<file path="src/rtl/sdp_pkg.sv">
package sdp_pkg;
   typedef enum logic [1:0] {
      LN_IDLE  = 2'd0,
      LN_START = 2'd1,
      LN_DATA  = 2'd2,
      LN_STOP  = 2'd3
   } line_state_e;
endpackage

</file>
<file path="src/rtl/sdp_tx_shift.sv">
module sdp_tx_shift
   import sdp_pkg::*;
#(
   parameter int unsigned DATA_W       = 8,
   parameter int unsigned CLKS_PER_BIT = 16
) (
   input  logic              clk,
   input  logic              rst_n,
   input  logic              load_i,
   input  logic [DATA_W-1:0] data_i,
   input  logic              short_i,
   output logic              idle_o,
   output logic              ser_o
);
   localparam int unsigned DIV_W = $clog2(CLKS_PER_BIT);
   localparam int unsigned CNT_W = $clog2(DATA_W + 1);
   localparam logic [DIV_W-1:0] DIV_LAST = DIV_W'(CLKS_PER_BIT - 1);
   localparam logic [CNT_W-1:0] N_FULL   = CNT_W'(DATA_W);
   localparam logic [CNT_W-1:0] N_SHORT  = CNT_W'(DATA_W - 1);

   line_state_e       state_q;
   logic [DIV_W-1:0]  div_q;
   logic [CNT_W-1:0]  bit_q;
   logic [CNT_W-1:0]  last_q;
   logic [DATA_W-1:0] shreg_q;
   logic              ser_q;
   logic              tick;

   assign tick   = (div_q == DIV_LAST);
   assign idle_o = (state_q == LN_IDLE);
   assign ser_o  = ser_q;

   always_ff @(posedge clk or negedge rst_n) begin
      if (!rst_n) begin
         state_q <= LN_IDLE;
         div_q   <= '0;
         bit_q   <= '0;
         last_q  <= '0;
         shreg_q <= '0;
         ser_q   <= 1'b1;
      end else begin
         case (state_q)
            LN_IDLE: begin
               if (load_i) begin
                  shreg_q <= data_i;
                  last_q  <= (short_i ? N_SHORT : N_FULL) - CNT_W'(1);
                  div_q   <= '0;
                  bit_q   <= '0;
                  ser_q   <= 1'b0;
                  state_q <= LN_START;
               end
            end
            LN_START: begin
               if (tick) begin
                  div_q   <= '0;
                  ser_q   <= shreg_q[0];
                  state_q <= LN_DATA;
               end else begin
                  div_q <= div_q + DIV_W'(1);
               end
            end
            LN_DATA: begin
               if (tick) begin
                  div_q <= '0;
                  if (bit_q == last_q) begin
                     ser_q   <= 1'b1;
                     state_q <= LN_STOP;
                  end else begin
                     ser_q   <= shreg_q[1];
                     shreg_q <= shreg_q >> 1;
                     bit_q   <= bit_q + CNT_W'(1);
                  end
               end else begin
                  div_q <= div_q + DIV_W'(1);
               end
            end
            default: begin
               if (tick) begin
                  div_q   <= '0;
                  state_q <= LN_IDLE;
               end else begin
                  div_q <= div_q + DIV_W'(1);
               end
            end
         endcase
      end
   end

   // a load from idle drives the start bit on the next edge
   a_r7_start_bit: assert property (@(posedge clk) disable iff (!rst_n)
      (load_i && idle_o) |=> !ser_o);

   // the line is released high whenever the shifter rests
   a_r7_idle_high: assert property (@(posedge clk) disable iff (!rst_n)
      ($rose(idle_o)) |-> ser_o);
endmodule

</file>
<file path="src/rtl/sdp_rx_shift.sv">
module sdp_rx_shift
   import sdp_pkg::*;
#(
   parameter int unsigned DATA_W       = 8,
   parameter int unsigned CLKS_PER_BIT = 16,
   parameter int unsigned SYNC_STAGES  = 2
) (
   input  logic              clk,
   input  logic              rst_n,
   input  logic              en_i,
   input  logic              short_i,
   input  logic              ser_i,
   output logic              done_o,
   output logic              stop_ok_o,
   output logic [DATA_W-1:0] data_o
);
   localparam int unsigned DIV_W = $clog2(CLKS_PER_BIT);
   localparam int unsigned CNT_W = $clog2(DATA_W + 1);
   localparam logic [DIV_W-1:0] DIV_LAST = DIV_W'(CLKS_PER_BIT - 1);
   localparam logic [DIV_W-1:0] DIV_HALF = DIV_W'(CLKS_PER_BIT / 2 - 1);
   localparam logic [CNT_W-1:0] N_FULL   = CNT_W'(DATA_W);
   localparam logic [CNT_W-1:0] N_SHORT  = CNT_W'(DATA_W - 1);

   logic [SYNC_STAGES-1:0] sync_q;
   logic                   line;
   logic                   prev_q;

   for (genvar g = 0; g < SYNC_STAGES; g++) begin : g_sync
      if (g == 0) begin : g_first
         always_ff @(posedge clk or negedge rst_n) begin
            if (!rst_n) sync_q[0] <= 1'b1;
            else        sync_q[0] <= ser_i;
         end
      end else begin : g_next
         always_ff @(posedge clk or negedge rst_n) begin
            if (!rst_n) sync_q[g] <= 1'b1;
            else        sync_q[g] <= sync_q[g-1];
         end
      end
   end

   assign line = sync_q[SYNC_STAGES-1];

   line_state_e       state_q;
   logic [DIV_W-1:0]  div_q;
   logic [CNT_W-1:0]  bit_q;
   logic [CNT_W-1:0]  last_q;
   logic              short_q;
   logic [DATA_W-1:0] shreg_q;
   logic              tick;

   assign tick = (div_q == DIV_LAST);

   always_ff @(posedge clk or negedge rst_n) begin
      if (!rst_n) begin
         state_q   <= LN_IDLE;
         prev_q    <= 1'b1;
         div_q     <= '0;
         bit_q     <= '0;
         last_q    <= '0;
         short_q   <= 1'b0;
         shreg_q   <= '0;
         done_o    <= 1'b0;
         stop_ok_o <= 1'b0;
         data_o    <= '0;
      end else begin
         prev_q <= line;
         done_o <= 1'b0;
         case (state_q)
            LN_IDLE: begin
               if (en_i && prev_q && !line) begin
                  div_q   <= '0;
                  bit_q   <= '0;
                  shreg_q <= '0;
                  short_q <= short_i;
                  last_q  <= (short_i ? N_SHORT : N_FULL) - CNT_W'(1);
                  state_q <= LN_START;
               end
            end
            LN_START: begin
               if (div_q == DIV_HALF) begin
                  div_q   <= '0;
                  state_q <= line ? LN_IDLE : LN_DATA;
               end else begin
                  div_q <= div_q + DIV_W'(1);
               end
            end
            LN_DATA: begin
               if (tick) begin
                  div_q   <= '0;
                  shreg_q <= {line, shreg_q[DATA_W-1:1]};
                  bit_q   <= bit_q + CNT_W'(1);
                  if (bit_q == last_q) state_q <= LN_STOP;
               end else begin
                  div_q <= div_q + DIV_W'(1);
               end
            end
            default: begin
               if (tick) begin
                  div_q     <= '0;
                  done_o    <= 1'b1;
                  stop_ok_o <= line;
                  data_o    <= short_q ? (shreg_q >> 1) : shreg_q;
                  state_q   <= LN_IDLE;
               end else begin
                  div_q <= div_q + DIV_W'(1);
               end
            end
         endcase
      end
   end

   // no frame activity starts while reception is disabled
   a_r12_rx_off: assert property (@(posedge clk) disable iff (!rst_n)
      (!en_i && state_q == LN_IDLE) |=> (state_q == LN_IDLE));
endmodule

</file>
<file path="src/rtl/serial_data_port.sv">
module serial_data_port #(
   parameter int unsigned DATA_W       = 8,
   parameter int unsigned CLKS_PER_BIT = 16,
   parameter int unsigned SYNC_STAGES  = 2
) (
   input  logic              clk,
   input  logic              rst_n,
   input  logic              bus_sel,
   input  logic              bus_we,
   input  logic [DATA_W-1:0] bus_wdata,
   output logic [DATA_W-1:0] bus_rdata,
   input  logic              len7,
   input  logic              tx_en,
   input  logic              rx_en,
   input  logic              tx_ie,
   input  logic              rx_ie,
   input  logic              err_clr,
   output logic              tx_empty,
   output logic              rx_full,
   output logic              ovr_err,
   output logic              frm_err,
   output logic              tx_irq,
   output logic              rx_irq,
   input  logic              ser_in,
   output logic              ser_out
);
   if (DATA_W < 2) begin : g_bad_width
      $error("serial_data_port: DATA_W must be at least 2");
   end
   if (CLKS_PER_BIT < 4) begin : g_bad_div
      $error("serial_data_port: CLKS_PER_BIT must be at least 4");
   end
   if (SYNC_STAGES < 2) begin : g_bad_sync
      $error("serial_data_port: SYNC_STAGES must be at least 2");
   end

   logic              rd_acc;
   logic              wr_acc;
   logic [DATA_W-1:0] hold_q;
   logic              tx_empty_q;
   logic              tx_idle;
   logic              tx_load;
   logic              rx_done;
   logic              rx_stop_ok;
   logic [DATA_W-1:0] rx_data;
   logic [DATA_W-1:0] rx_buf_q;
   logic              rx_full_q;
   logic              ovr_q;
   logic              frm_q;

   assign rd_acc  = bus_sel && !bus_we;
   assign wr_acc  = bus_sel && bus_we;
   assign tx_load = !tx_empty_q && tx_idle && tx_en;

   always_ff @(posedge clk or negedge rst_n) begin
      if (!rst_n) begin
         hold_q     <= '0;
         tx_empty_q <= 1'b1;
      end else if (wr_acc) begin
         hold_q     <= bus_wdata;
         tx_empty_q <= 1'b0;
      end else if (tx_load) begin
         tx_empty_q <= 1'b1;
      end
   end

   always_ff @(posedge clk or negedge rst_n) begin
      if (!rst_n) begin
         rx_buf_q  <= '0;
         rx_full_q <= 1'b0;
         ovr_q     <= 1'b0;
         frm_q     <= 1'b0;
      end else begin
         if (err_clr) begin
            ovr_q <= 1'b0;
            frm_q <= 1'b0;
         end
         if (rx_done) begin
            if (rx_full_q && !rd_acc) begin
               ovr_q <= 1'b1;
            end else begin
               rx_buf_q  <= rx_data;
               rx_full_q <= 1'b1;
               if (!rx_stop_ok) frm_q <= 1'b1;
            end
         end else if (rd_acc) begin
            rx_full_q <= 1'b0;
         end
      end
   end

   sdp_tx_shift #(
      .DATA_W       (DATA_W),
      .CLKS_PER_BIT (CLKS_PER_BIT)
   ) u_tx (
      .clk     (clk),
      .rst_n   (rst_n),
      .load_i  (tx_load),
      .data_i  (hold_q),
      .short_i (len7),
      .idle_o  (tx_idle),
      .ser_o   (ser_out)
   );

   sdp_rx_shift #(
      .DATA_W       (DATA_W),
      .CLKS_PER_BIT (CLKS_PER_BIT),
      .SYNC_STAGES  (SYNC_STAGES)
   ) u_rx (
      .clk       (clk),
      .rst_n     (rst_n),
      .en_i      (rx_en),
      .short_i   (len7),
      .ser_i     (ser_in),
      .done_o    (rx_done),
      .stop_ok_o (rx_stop_ok),
      .data_o    (rx_data)
   );

   assign bus_rdata = rx_buf_q;
   assign tx_empty  = tx_empty_q;
   assign rx_full   = rx_full_q;
   assign ovr_err   = ovr_q;
   assign frm_err   = frm_q;
   assign tx_irq    = tx_ie && tx_empty_q;
   assign rx_irq    = rx_ie && (rx_full_q || ovr_q || frm_q);

   // a write always leaves the holding buffer occupied
   a_r6_write_clears_empty: assert property (@(posedge clk) disable iff (!rst_n)
      wr_acc |=> !tx_empty);

   // a read with no arriving frame empties the receive buffer
   a_r4_read_clears_full: assert property (@(posedge clk) disable iff (!rst_n)
      (rd_acc && !rx_done) |=> !rx_full);

   // a finished frame always leaves the buffer full
   a_r3_done_sets_full: assert property (@(posedge clk) disable iff (!rst_n)
      rx_done |=> rx_full);

   // overrun raises the error and preserves the old byte
   a_r9_overrun_keeps: assert property (@(posedge clk) disable iff (!rst_n)
      (rx_done && rx_full && !rd_acc) |=> (ovr_err && $stable(bus_rdata)));

   // with transmit disabled only a write can change tx_empty
   a_r11_hold_when_off: assert property (@(posedge clk) disable iff (!rst_n)
      (!tx_en && !wr_acc) |=> (tx_empty == $past(tx_empty)));

   // in seven-bit mode a newly stored byte has a clear top bit
   a_r5_short_msb: assert property (@(posedge clk) disable iff (!rst_n)
      (rx_done && len7 && !(rx_full && !rd_acc)) |=> !bus_rdata[DATA_W-1]);
endmodule

</file>
<file path="config.mk">
export PLATFORM = sky130hd
export DESIGN_NAME = serial_data_port
export DESIGN_NICKNAME = d
export VERILOG_FILES = /design/src/rtl/sdp_pkg.sv /design/src/rtl/sdp_tx_shift.sv /design/src/rtl/sdp_rx_shift.sv /design/src/rtl/serial_data_port.sv
export SDC_FILE = /design/constraint.sdc
export NUM_CORES = 1
export LEC_CHECK = 0
export ABC_AREA = 1
export BUFFER_PORTS_ARGS = -buffer_cell sky130_fd_sc_hd__buf_2
export CELL_PAD_IN_SITES_DETAIL_PLACEMENT = 2
export CELL_PAD_IN_SITES_GLOBAL_PLACEMENT = 2
export CORE_MARGIN = 1
export CORE_UTILIZATION = 36
export CTS_CLUSTER_SIZE = 10
export DETAILED_ROUTE_END_ITERATION = 6
export GPL_ROUTABILITY_DRIVEN = 0
export PLACE_DENSITY_LB_ADDON = 0.12
export SYNTH_ARGS = -nofsm -noshare
export SYNTH_HDL_FRONTEND = slang
export SYNTH_SLANG_ARGS = --single-unit
</file>
<file path="constraint.sdc">
create_clock -name clk -period 1.8 [get_ports clk]
set_clock_uncertainty 0.05 [all_clocks]
set_input_delay 0.36 -clock clk [delete_from_list [all_inputs] [get_ports clk]]
set_output_delay 0.36 -clock clk [all_outputs]
set_load 0.01 [all_outputs]
</file>
# [Word level (Yosys, flattened, before mapping)]
# Index checks and enable logic that the tools add are counted.
[totals] out_inout_bits=15 memories=0 word_cells=138 register_bits=79 rom_bits=0 latch_bits=0 input_bits=19 mem_bits_rw=0
[classes] shift=0 div=0 eq_ne=19 n_mul=0 magnitude_cmp=0 addsub=5 n_bitwise=2 reduce_logical=35 n_mux=53
[op_table] op="$mux 8" count=6
[op_table] op="$mux 4" count=10
[op_table] op="$pmux 8 s2" count=2
[op_table] op="$pmux 4 s2" count=3
[op_table] op="$mux 2" count=11
[op_table] op="$mux 1" count=18
[op_table] op="$add 4x1->4 const B" count=4
[op_table] op="$ne 2x1->1 const B" count=8
[op_table] op="$pmux 2 s3" count=2
[op_table] op="$reduce_and 2->1" count=5
[op_table] op="$reduce_and 5->1" count=2
[op_table] op="$reduce_bool 2->1" count=5
[op_table] op="$logic_and 1x1->1" count=9
[op_table] op="$eq 4x4->1" count=2
[op_table] op="$eq 4x4->1 const B" count=2
[op_table] op="$reduce_and 4->1" count=2
[op_table] op="$reduce_bool 3->1" count=2
[op_table] op="$eq 2x1->1 const B" count=2
[op_table] op="$eq 2x2->1 const B" count=2
[op_table] op="$eq 4x3->1 const B" count=1
[op_table] op="$logic_not 1->1" count=4
[op_table] op="$logic_not 2->1" count=2
[op_table] op="$ne 2x2->1 const B" count=2
[op_table] op="$sub 4x1->4 const B" count=1
[op_table] op="5 further kinds" count=7

# [Depth between registers and ports, before layout]
# Gate-level depths: netlist of the first run.
[logic_depth] ltp_word=6 ltp_mapped=11 depth_no_buf=9

# [Hierarchy]
# From an unflattened synthesis of the first run, not the netlist that was laid out.
[hier_totals] cells_unflattened=436 area_unflattened_um2=3681.0
[modules_own_cells] mod="sdp_rx_shift" instances=1 seq_area_each_um2=854.6 cells_per_inst=176 area_per_inst_um2=1530.2
[modules_own_cells] mod="sdp_tx_shift" instances=1 seq_area_each_um2=526.8 cells_per_inst=167 area_per_inst_um2=1229.9
[modules_own_cells] mod="serial_data_port" instances=1 seq_area_each_um2=501.7 cells_per_inst=93 area_per_inst_um2=920.9

# [Least setup slack after synthesis of the first run]
# No wires, ideal clock.
[synth_timing] path_kind="register to register" start="reg u_tx.state_q[0]" end="reg u_tx.bit_q[0]" n_path_buf=2 t_required_ns=1.633 setup_slack_ns=0.183 synth_period_minus_slack_ns=1.617 setup_ns=0.117 arrival_ns=1.450 path_stages_with_launch=12 path_cell_list="dfrtp_1 -> inv_1 -> ha_1 -> buf_6 -> nand3_4 -> nand2_2 -> nand2_4 -> a21oi_4 -> nand2_2 -> buf_6 -> nand2_1 -> nand2_1"
[synth_via] elab_chain_cells=5 elab_cells_between_ends=10 cone_classes="eq/ne: 4; mux: 1; reduce/logical: 5"
[synth_lines] item="from (decl)" line="sdp_tx_shift.sv:21" source="line_state_e state_q;"
[synth_lines] item="from (signal assigned)" line="sdp_tx_shift.sv:35" source="state_q <= LN_IDLE;"
[synth_lines] item="from (signal assigned)" line="sdp_tx_shift.sv:50" source="state_q <= LN_START;"
[synth_lines] item="from (signal assigned)" line="sdp_tx_shift.sv:57" source="state_q <= LN_DATA;"
[synth_lines] item="$logic_not 2->1" line="sdp_tx_shift.sv:30, sdp_tx_shift.sv:42"
[synth_lines] item="$logic_and 1x1->1 (2 in a row)" line="serial_data_port.sv:53" source="assign tx_load = !tx_empty_q && tx_idle && tx_en;"
[synth_lines] item="$ne 2x1->1 (no source line)"
[synth_lines] item="$reduce_and 4->1 (no source line)"
[synth_lines] item="to (signal assigned)" line="sdp_tx_shift.sv:71" source="bit_q <= bit_q + CNT_W'(1);"
[synth_lines] item="to (decl)" line="sdp_tx_shift.sv:23" source="logic [CNT_W-1:0] bit_q;"
# Parallel ways exist; a longest one is shown, timed or not.
# A chain may end at the register's enable or synchronous reset.

# [Final worst setup path of the first run]
[layout_timing] start="reg u_tx.state_q[0]" end="reg u_tx.state_q[0]"
[layout_via] elab_chain_cells=5 elab_cells_between_ends=12 cone_classes="eq/ne: 6; mux: 1; reduce/logical: 5"
[layout_lines] item="$logic_not 2->1" line="sdp_tx_shift.sv:30, sdp_tx_shift.sv:42"
[layout_lines] item="$logic_and 1x1->1 (2 in a row)" line="serial_data_port.sv:53"
[layout_lines] item="$ne 2x1->1 (no source line)"
[layout_lines] item="$reduce_and 5->1 (no source line)"
# Parallel ways exist; a longest one is shown, timed or not.

==> impl_results.html, run 1 <==
<table>
<tr><th>Metric</th><th>Value</th></tr>
<tr><th colspan="2">Hold path</th></tr>
<tr><td>End point of the most critical hold path</td><td>u_rx.sync_q[0]</td></tr>
<tr><td>Worst Hold Path Cells</td><td>1</td></tr>
<tr><td>Hold path startpoint</td><td>ser_in</td></tr>
<tr><td>Worst min-delay path class</td><td>input port to flip-flop</td></tr>
<tr><th colspan="2">Logic synthesis</th></tr>
<tr><td>Net count after synthesis</td><td>426</td></tr>
<tr><td>Ranking of synthesized cells by area</td><td>sky130_fd_sc_hd__dfrtp_1 50%, sky130_fd_sc_hd__nand2_1 11%, sky130_fd_sc_hd__inv_1 5.7%, sky130_fd_sc_hd__o21ai_0 4.9%, sky130_fd_sc_hd__nand3_1 4.6%</td></tr>
<tr><td>Post-synthesis sequential element count</td><td>75</td></tr>
<tr><td>Area share of the largest cell type after synthesis</td><td>50.5%</td></tr>
<tr><td>Number of enable-type register cells in the synthesized netlist</td><td>0</td></tr>
<tr><td>Number of warning messages in the yosys log</td><td>0</td></tr>
<tr><td>Share of flip-flops with an asynchronous set or reset</td><td>100%</td></tr>
<tr><td>Synthesized area per cell</td><td>8.70 um^2</td></tr>
<tr><td>Cell type with the highest aggregate area in the netlist</td><td>sky130_fd_sc_hd__dfrtp_1</td></tr>
<tr><td>Post-Syn Instances</td><td>399</td></tr>
<tr><td>Synth Flop Type</td><td>sky130_fd_sc_hd__dfrtp_1</td></tr>
<tr><td>Most instantiated cells after synthesis</td><td>98 x sky130_fd_sc_hd__nand2_1, 70 x sky130_fd_sc_hd__dfrtp_1, 53 x sky130_fd_sc_hd__inv_1</td></tr>
<tr><td>Post-synth cell types</td><td>33</td></tr>
<tr><td>Sequential-to-total area share from yosys stat</td><td>54.2%</td></tr>
<tr><td>Netlist Area Pre-Place</td><td>3470 um^2</td></tr>
<tr><td>Most frequently used cell type in the post-synthesis netlist</td><td>sky130_fd_sc_hd__nand2_1</td></tr>
<tr><th colspan="2">Timing</th></tr>
<tr><td>Final Hold Fails</td><td>0</td></tr>
<tr><td>Slack of the critical path</td><td>around 110 ps</td></tr>
<tr><td>Highest attainable clock frequency</td><td>592 MHz</td></tr>
<tr><td>Slew headroom</td><td>about two thirds</td></tr>
<tr><td>Worst hold slack across all endpoints</td><td>52.0 ps</td></tr>
<tr><td>Slew at the pin closest to its max-slew limit</td><td>515 ps</td></tr>
<tr><td>Final Max Tran Viols</td><td>0</td></tr>
<tr><td>Portion of the clock cycle consumed by the worst path in the final layout</td><td>between 90% and 100%</td></tr>
<tr><td>Setup tns final</td><td>0 ps</td></tr>
<tr><td>Number of setup violations in the final report</td><td>0</td></tr>
<tr><td>Crit path time final</td><td>roughly 1700 ps</td></tr>
<tr><th colspan="2">Drt</th></tr>
<tr><td>Via count of the routed design</td><td>2834</td></tr>
<tr><td>Final routed wirelength across all metal layers</td><td>8.99 mm</td></tr>
<tr><td>Iteration-0 DRC Markers</td><td>64</td></tr>
<tr><td>Drt pass-1 iters</td><td>4</td></tr>
<tr><td>Routed length per instance</td><td>~15 um</td></tr>
<tr><td>Number of remaining DRC errors</td><td>0</td></tr>
<tr><td>Average via count per standard cell</td><td>4.85</td></tr>
<tr><td>Post-route ant nets</td><td>0</td></tr>
<tr><th colspan="2">Power and ir drop</th></tr>
<tr><td>Power density normalized to cell area</td><td>1400 nW/um^2</td></tr>
<tr><td>Leakage</td><td>2.09 nW</td></tr>
<tr><td>Worst supply voltage drop on vdd</td><td>484 uV</td></tr>
<tr><td>PnR Total Power</td><td>roughly 5.8 mW</td></tr>
<tr><th colspan="2">Worst setup path</th></tr>
<tr><td>Arr. time, crit path</td><td>roughly 1900 ps</td></tr>
<tr><td>Worst endpoint required time</td><td>1990 ps</td></tr>
<tr><td>Element type at the critical path end</td><td>flip-flop</td></tr>
<tr><td>Crit path max fanout</td><td>7</td></tr>
<tr><td>Capturing point of the worst reg2reg path</td><td>u_tx.state_q[0]</td></tr>
<tr><td>Register-to-Register Setup Slack</td><td>approximately 110 ps</td></tr>
<tr><td>Cell count of the worst reg-to-reg path</td><td>10</td></tr>
<tr><td>Origin of the critical flop-to-flop path</td><td>u_tx.state_q[0]</td></tr>
<tr><td>Critical Path Start Type</td><td>flip-flop</td></tr>
<tr><td>Category of the most critical setup path</td><td>flip-flop to flip-flop</td></tr>
<tr><th colspan="2">Clock tree</th></tr>
<tr><td>Clock transition at the register clock pins on the worst setup and hold paths after CTS</td><td>80 ps</td></tr>
<tr><td>Clock tree from TritonCTS</td><td>built</td></tr>
<tr><td>Inserted Clock Buffers</td><td>9</td></tr>
<tr><td>Clock sink count</td><td>75</td></tr>
<tr><td>Clk Latency, worst-skew pair</td><td>350 ps</td></tr>
<tr><td>H-tree level count</td><td>3</td></tr>
<tr><td>CTS max path bufs</td><td>2</td></tr>
<tr><td>Cell at the root of the clock tree</td><td>sky130_fd_sc_hd__clkbuf_8</td></tr>
<tr><th colspan="2">Final layout</th></tr>
<tr><td>Count of placed standard cells in the final layout, fillers left out</td><td>584</td></tr>
<tr><td>Area delta synth-&gt;final</td><td>18.9%</td></tr>
<tr><td>Post-route core utilization</td><td>44.5%</td></tr>
<tr><td>Total Nets Final</td><td>roughly 480</td></tr>
<tr><td>Final instance area</td><td>4130 um^2</td></tr>
<tr><td>Fill cells</td><td>1059</td></tr>
<tr><td>Inserted Diodes</td><td>0</td></tr>
<tr><td>Layout cells sized above 1</td><td>19.6%</td></tr>
<tr><th colspan="2">Global route</th></tr>
<tr><td>Maximum number of pins on one net before global-route repair</td><td>32</td></tr>
<tr><td>Congestion Overflow GR</td><td>0</td></tr>
<tr><td>Global-route wire length before repair</td><td>15.4 mm</td></tr>
<tr><td>Via count of the first global-routing pass</td><td>3152</td></tr>
<tr><td>GRT Total Usage</td><td>approximately a fifth</td></tr>
<tr><td>Number of antenna violations at the first check in global routing</td><td>0</td></tr>
<tr><th colspan="2">Die</th></tr>
<tr><td>Die outline width</td><td>100 um</td></tr>
<tr><td>Placement Rows</td><td>35</td></tr>
<tr><td>Area of the placeable core</td><td>9280 um^2</td></tr>
<tr><td>Die area</td><td>~10000 um^2</td></tr>
<tr><td>Count of pins on the block boundary</td><td>34</td></tr>
<tr><td>Initial standard-cell utilization of the core</td><td>between 30% and 40%</td></tr>
<tr><td>Chip Height</td><td>approximately 100 um</td></tr>
<tr><th colspan="2">Place</th></tr>
<tr><td>HPWL after detailed placement</td><td>6.55 mm</td></tr>
<tr><td>Input/output buffers</td><td>33</td></tr>
<tr><td>Cell Count Post-Placement</td><td>about 560</td></tr>
<tr><td>Cell area after placement</td><td>3860 um^2</td></tr>
<tr><td>Pre-CTS setup slack</td><td>12.1 ps</td></tr>
<tr><th colspan="2">Status</th></tr>
<tr><td>Outcome</td><td>finished, final reports clean</td></tr>
<tr><th colspan="2">Run</th></tr>
<tr><td>Max Cap Violations</td><td>0</td></tr>
</table>
==> per-layer routing <==
| layer | vias up | part of all wire (%) | GRT usage, % |
|---|---|---|---|
| met5 | - | 0 | 0 |
| met4 | 0 | 1.2 | 6.69 |
| met3 | 10 | 1.4 | 2.72 |
| met2 | 16 | 53 | 35.4 |
| met1 | 1434 | 45 | 24.5 |
| li1 | 1374 | - | - |
==> layout make-up <==
type / count / area (um^2) / share of cell area [%]
sequential: 75 / 1880 / 45.6
multi-input combinational: 255 / 1320 / 31.9
timing repair buffer: 52 / 342 / 8.28
inverter: 57 / 214 / 5.18
tap: 129 / 161 / 3.91
clock buffer: 11 / 131 / 3.18
clock inverter: 5 / 77.6 / 1.88
==> worst max-delay path by stage <==
stage	to	startpoint	slack, ps
finish	u_tx.state_q[0]	u_tx.state_q[0]	110
global route	u_tx.shreg_q[2]	u_tx.state_q[0]	-30
CTS	u_tx.state_q[0]	u_tx.state_q[0]	6
detailed placement	u_tx.state_q[0]	u_tx.state_q[1]	10
global placement	u_tx.state_q[1]	u_tx.state_q[0]	110
floorplan	u_tx.bit_q[0]	u_tx.state_q[0]	180
==> worst max-delay path, cell delays in order (launching register included) <==
cell,delay (ps)
sky130_fd_sc_hd__dfrtp_1,420
sky130_fd_sc_hd__inv_1,110
sky130_fd_sc_hd__ha_2,210
sky130_fd_sc_hd__buf_4,160
sky130_fd_sc_hd__inv_1,80
sky130_fd_sc_hd__nand2_2,100
sky130_fd_sc_hd__nand2_1,90
sky130_fd_sc_hd__nor2_4,140
sky130_fd_sc_hd__nand2_1,90
sky130_fd_sc_hd__nand2_1,80
sky130_fd_sc_hd__nand2_1,50
==> report_power, final <==
part / internal [mW] / switching [mW] / leakage, nW
clock network: 0.778 / 0.643 / 0.103
registers: 2.08 / 0.335 / 0.958
logic: 0.726 / 1.21 / 1.03
==> cells by family (layout without fill, tap and decap cells) <==
kind of cell	count (synthesis)	after routing	share of synthesized area [%]
adders and majority gates	8	8	2.88
DFF	75	75	54.2
AOI/OAI and AO/OA	72	72	11.8
muxes	1	1	0.324
xor gates and xnor gates	5	5	1.26
buffers and inverters	69	125	8.47
and+or+nand+nor	169	169	21.0
==> state kept, by name, summed over array words and instances (netlist names), 2 cells and up <==
| signal | flops |
|---|---|
| bus_rdata | 8 |
| hold_q | 8 |
| u_rx.data_o | 8 |
| u_rx.shreg_q | 8 |
| u_tx.shreg_q | 8 |
| u_rx.bit_q | 4 |
| u_rx.div_q | 4 |
| u_tx.bit_q | 4 |
| u_tx.div_q | 4 |
| u_rx.last_q | 2 |
| u_rx.state_q | 2 |
| u_tx.last_q | 2 |
| u_tx.state_q | 2 |
==> repair_timing <==
action | 4_1_cts | 5_1_grt
endpoints found under the hold margin | 27 | 0
hold buffers | 1 | 0
gates cloned | 0 | 0
endpoints found under the setup margin | 2 | 15
resized for setup | 1 | 7
setup buffers | 0 | 3
==> cell usage in the layout (no fill, tap or decap), types with 10 or more instances in the layout <==
master / netlist / layout
sky130_fd_sc_hd__nand2_1: 98 / 97
sky130_fd_sc_hd__dfrtp_1: 70 / 70
sky130_fd_sc_hd__inv_1: 53 / 53
sky130_fd_sc_hd__o21ai_0: 34 / 34
sky130_fd_sc_hd__nand3_1: 32 / 32
sky130_fd_sc_hd__buf_2: 1 / 32
sky130_fd_sc_hd__nor2_1: 25 / 23
sky130_fd_sc_hd__buf_4: 3 / 16
sky130_fd_sc_hd__a21oi_1: 12 / 12
sky130_fd_sc_hd__o22ai_1: 10 / 10
No activity file was read; power rests on OpenSTA's default activity.
==> run 2, diff against run 1 <==
BUFFER_PORTS_ARGS = unset   (was -buffer_cell sky130_fd_sc_hd__buf_2)
CORE_UTILIZATION = 38   (was 36)
DONT_BUFFER_PORTS = 1   (was unset)
==> impl_results.html, run 2 (synthesized netlist as in run 1, its figures left out) <==
<table>
<tr><th>Metric</th><th>Value</th></tr>
<tr><th colspan="2">Place</th></tr>
<tr><td>HPWL after detailed placement</td><td>6.06 mm (-7.5%)</td></tr>
<tr><td>Cell area after placement</td><td>3620 um^2 (-6.1%)</td></tr>
<tr><td>Input/output buffers</td><td>0 (-100%)</td></tr>
<tr><th colspan="2">Global route</th></tr>
<tr><td>Global-route wire length before repair</td><td>15.1 mm (-1.9%)</td></tr>
<tr><td>GRT Total Usage</td><td>20.1% (+0.34 points)</td></tr>
<tr><td>Via count of the first global-routing pass</td><td>3033 (-3.8%)</td></tr>
<tr><td>Congestion Overflow GR</td><td>0 (unchanged)</td></tr>
<tr><td>Maximum number of pins on one net before global-route repair</td><td>76 (+140%)</td></tr>
<tr><td>Number of antenna violations at the first check in global routing</td><td>0 (unchanged)</td></tr>
<tr><th colspan="2">Clock tree</th></tr>
<tr><td>Clock sink count</td><td>75 (unchanged)</td></tr>
<tr><td>Clk Latency, worst-skew pair</td><td>350 ps (about the same)</td></tr>
<tr><td>Cell at the root of the clock tree</td><td>sky130_fd_sc_hd__clkbuf_8</td></tr>
<tr><td>Inserted Clock Buffers</td><td>9 (unchanged)</td></tr>
<tr><td>Clock tree from TritonCTS</td><td>built</td></tr>
<tr><td>H-tree level count</td><td>3 (unchanged)</td></tr>
<tr><td>Clock transition at the register clock pins on the worst setup and hold paths after CTS</td><td>90 ps (about the same)</td></tr>
<tr><td>CTS max path bufs</td><td>2 (unchanged)</td></tr>
<tr><td>Quantity of hold-fixing buffers added after cts</td><td>1 (unchanged)</td></tr>
<tr><th colspan="2">Timing</th></tr>
<tr><td>Slew headroom</td><td>67.7% (+2.1 points)</td></tr>
<tr><td>Worst hold slack across all endpoints</td><td>-360 ps (-412 ps)</td></tr>
<tr><td>Final Hold Fails</td><td>75 (+75)</td></tr>
<tr><td>Slew at the pin closest to its max-slew limit</td><td>484 ps (-31.2 ps)</td></tr>
<tr><td>Highest attainable clock frequency</td><td>586 MHz (-0.96%)</td></tr>
<tr><td>Crit path time final</td><td>1710 ps (+16.3 ps)</td></tr>
<tr><td>Setup tns final</td><td>0 ps (unchanged)</td></tr>
<tr><td>Portion of the clock cycle consumed by the worst path in the final layout</td><td>94.8% (+0.91 points)</td></tr>
<tr><td>Number of setup violations in the final report</td><td>0 (unchanged)</td></tr>
<tr><td>Final Max Tran Viols</td><td>0 (unchanged)</td></tr>
<tr><th colspan="2">Status</th></tr>
<tr><td>Outcome</td><td>finished, violations left</td></tr>
<tr><td>Violated checks</td><td>negative hold slack</td></tr>
<tr><th colspan="2">Worst setup path</th></tr>
<tr><td>Origin of the critical flop-to-flop path</td><td>u_tx.state_q[0]</td></tr>
<tr><td>Cell count of the worst reg-to-reg path</td><td>10 (unchanged)</td></tr>
<tr><td>Element type at the critical path end</td><td>flip-flop</td></tr>
<tr><td>Worst endpoint required time</td><td>1990 ps (about the same)</td></tr>
<tr><td>Category of the most critical setup path</td><td>flip-flop to flip-flop</td></tr>
<tr><td>Crit path max fanout</td><td>7 (unchanged)</td></tr>
<tr><td>Critical Path Start Type</td><td>flip-flop</td></tr>
<tr><td>Arr. time, crit path</td><td>1900 ps (+20 ps)</td></tr>
<tr><td>Capturing point of the worst reg2reg path</td><td>u_tx.state_q[0]</td></tr>
<tr><td>Register-to-Register Setup Slack</td><td>90 ps (-20 ps)</td></tr>
<tr><th colspan="2">Die</th></tr>
<tr><td>Die outline width</td><td>97.6 um (-2.6%)</td></tr>
<tr><td>Area of the placeable core</td><td>8760 um^2 (-5.6%)</td></tr>
<tr><td>Count of pins on the block boundary</td><td>34 (unchanged)</td></tr>
<tr><td>Die area</td><td>9520 um^2 (-5.2%)</td></tr>
<tr><td>Initial standard-cell utilization of the core</td><td>39.6% (+2.2 points)</td></tr>
<tr><td>Placement Rows</td><td>34 (-2.9%)</td></tr>
<tr><td>Chip Height</td><td>97.6 um (-2.6%)</td></tr>
<tr><th colspan="2">Drt</th></tr>
<tr><td>Routed length per instance</td><td>16.6 um (+8.1%)</td></tr>
<tr><td>Drt pass-1 iters</td><td>4 (unchanged)</td></tr>
<tr><td>Post-route ant nets</td><td>0 (unchanged)</td></tr>
<tr><td>Via count of the routed design</td><td>2727 (-3.8%)</td></tr>
<tr><td>Number of remaining DRC errors</td><td>0 (unchanged)</td></tr>
<tr><td>Iteration-0 DRC Markers</td><td>87 (+36%)</td></tr>
<tr><td>Final routed wirelength across all metal layers</td><td>8.82 mm (-1.9%)</td></tr>
<tr><td>Average via count per standard cell</td><td>5.15 (+6.0%)</td></tr>
<tr><th colspan="2">Final layout</th></tr>
<tr><td>Layout cells sized above 1</td><td>13.5% (-6.1 points)</td></tr>
<tr><td>Area delta synth-&gt;final</td><td>12.0%</td></tr>
<tr><td>Final instance area</td><td>3890 um^2 (-5.8%)</td></tr>
<tr><td>Leading cell type in the layout, fill and taps excluded</td><td>sky130_fd_sc_hd__nand2_1</td></tr>
<tr><td>Inserted Diodes</td><td>0 (unchanged)</td></tr>
<tr><td>Leading cell types in the layout, fill and taps excluded</td><td>97 x sky130_fd_sc_hd__nand2_1, 70 x sky130_fd_sc_hd__dfrtp_1, 53 x sky130_fd_sc_hd__inv_1</td></tr>
<tr><td>Total Nets Final</td><td>444 (-6.9%)</td></tr>
<tr><th colspan="2">Run</th></tr>
<tr><td>Max Cap Violations</td><td>0 (unchanged)</td></tr>
<tr><th colspan="2">Power and ir drop</th></tr>
<tr><td>Leakage</td><td>1.91 nW (-8.5%)</td></tr>
<tr><td>Power density normalized to cell area</td><td>1420 nW/um^2 (+1.4%)</td></tr>
<tr><td>Worst supply voltage drop on vdd</td><td>455 uV (-5.9%)</td></tr>
<tr><th colspan="2">Hold path</th></tr>
<tr><td>Worst min-delay path class</td><td>input port to asynchronous set/reset pin</td></tr>
</table>
## run 2: changes by cell type in the layout (fill, tap and decap cells not counted), moves of 2 or more
| cell | delta |
|---|---|
| sky130_fd_sc_hd__buf_2 | -32 |
| sky130_fd_sc_hd__bufinv_16 | -2 |
| sky130_fd_sc_hd__clkbuf_1 | -2 |
| sky130_fd_sc_hd__clkinvlp_4 | +2 |
## run 2: repair_timing
action / in CTS / in global routing
hold endpoints to repair: 76 / 75
setup endpoints to repair: 2 / 15
pin swaps: 0 / 3
buffers inserted: 0 / 7
resized for setup: 1 / 6
## run 2: layout make-up
cell class	instances	area [um^2]
well taps	108	135
flip-flops and latches	75	1880
clock inverters	6	41.3
multi-input cells	255	1320
fillers	968	4870
repair buffers	19	161
inverters	57	214
clock buffers	10	138
## run 2: worst max path at each step
stage / start / endpoint / slack (ps) / cells past startpoint
finish: u_tx.state_q[0] / u_tx.state_q[0] / 90 / 10
detailed placement: u_tx.state_q[1] / u_tx.state_q[0] / -30 / 10
global route: u_tx.state_q[0] / u_tx.state_q[0] / -50 / 10
CTS: u_tx.state_q[1] / u_tx.shreg_q[4] / 4 / 9
global placement: u_tx.state_q[0] / u_tx.state_q[0] / 90 / 10
floorplan: u_tx.state_q[0] / u_tx.bit_q[0] / 180 / 11
## run 2: worst max-delay path, cell delays in order (launching register included)
cell                      delay, ps
sky130_fd_sc_hd__dfrtp_1        420
sky130_fd_sc_hd__inv_1          100
sky130_fd_sc_hd__ha_2           210
sky130_fd_sc_hd__buf_4          160
sky130_fd_sc_hd__inv_1           90
sky130_fd_sc_hd__nand2_1        130
sky130_fd_sc_hd__nand2_2         90
sky130_fd_sc_hd__nor2_4         140
sky130_fd_sc_hd__nand2_1        100
sky130_fd_sc_hd__nand2_1         70
sky130_fd_sc_hd__nand2_1         40
## run 2: routing by layer
metal  vias to the layer above  global-route usage (%)  part of all wire [%]
li1                       1313                       -                     -
met1                      1386                    24.1                    44
met2                        17                    35.8                    52
met3                        11                    4.89                   2.5
met4                         0                    5.43                   1.2
met5                         -                       0                     0
## run 2: power by group
group,leakage [nW],internal [mW],switching [mW]
logic,0.868,0.720,1.18
clock network,0.0843,0.535,0.649
registers,0.958,2.08,0.346
total,1.91,3.34,2.18
## run 2: metrics by stage
step	util, %	instances	power [mW]	setup slack, ps
final	44.4	530	5.52	93.2
after global routing	44.4	530	5.97	-48.1
after CTS	43.5	523	5.45	4.43
after detailed placement	41.3	506	4.21	-32.0
after global placement	41.3	506	4.05	88.6
after floorplan	-	399	3.70	183
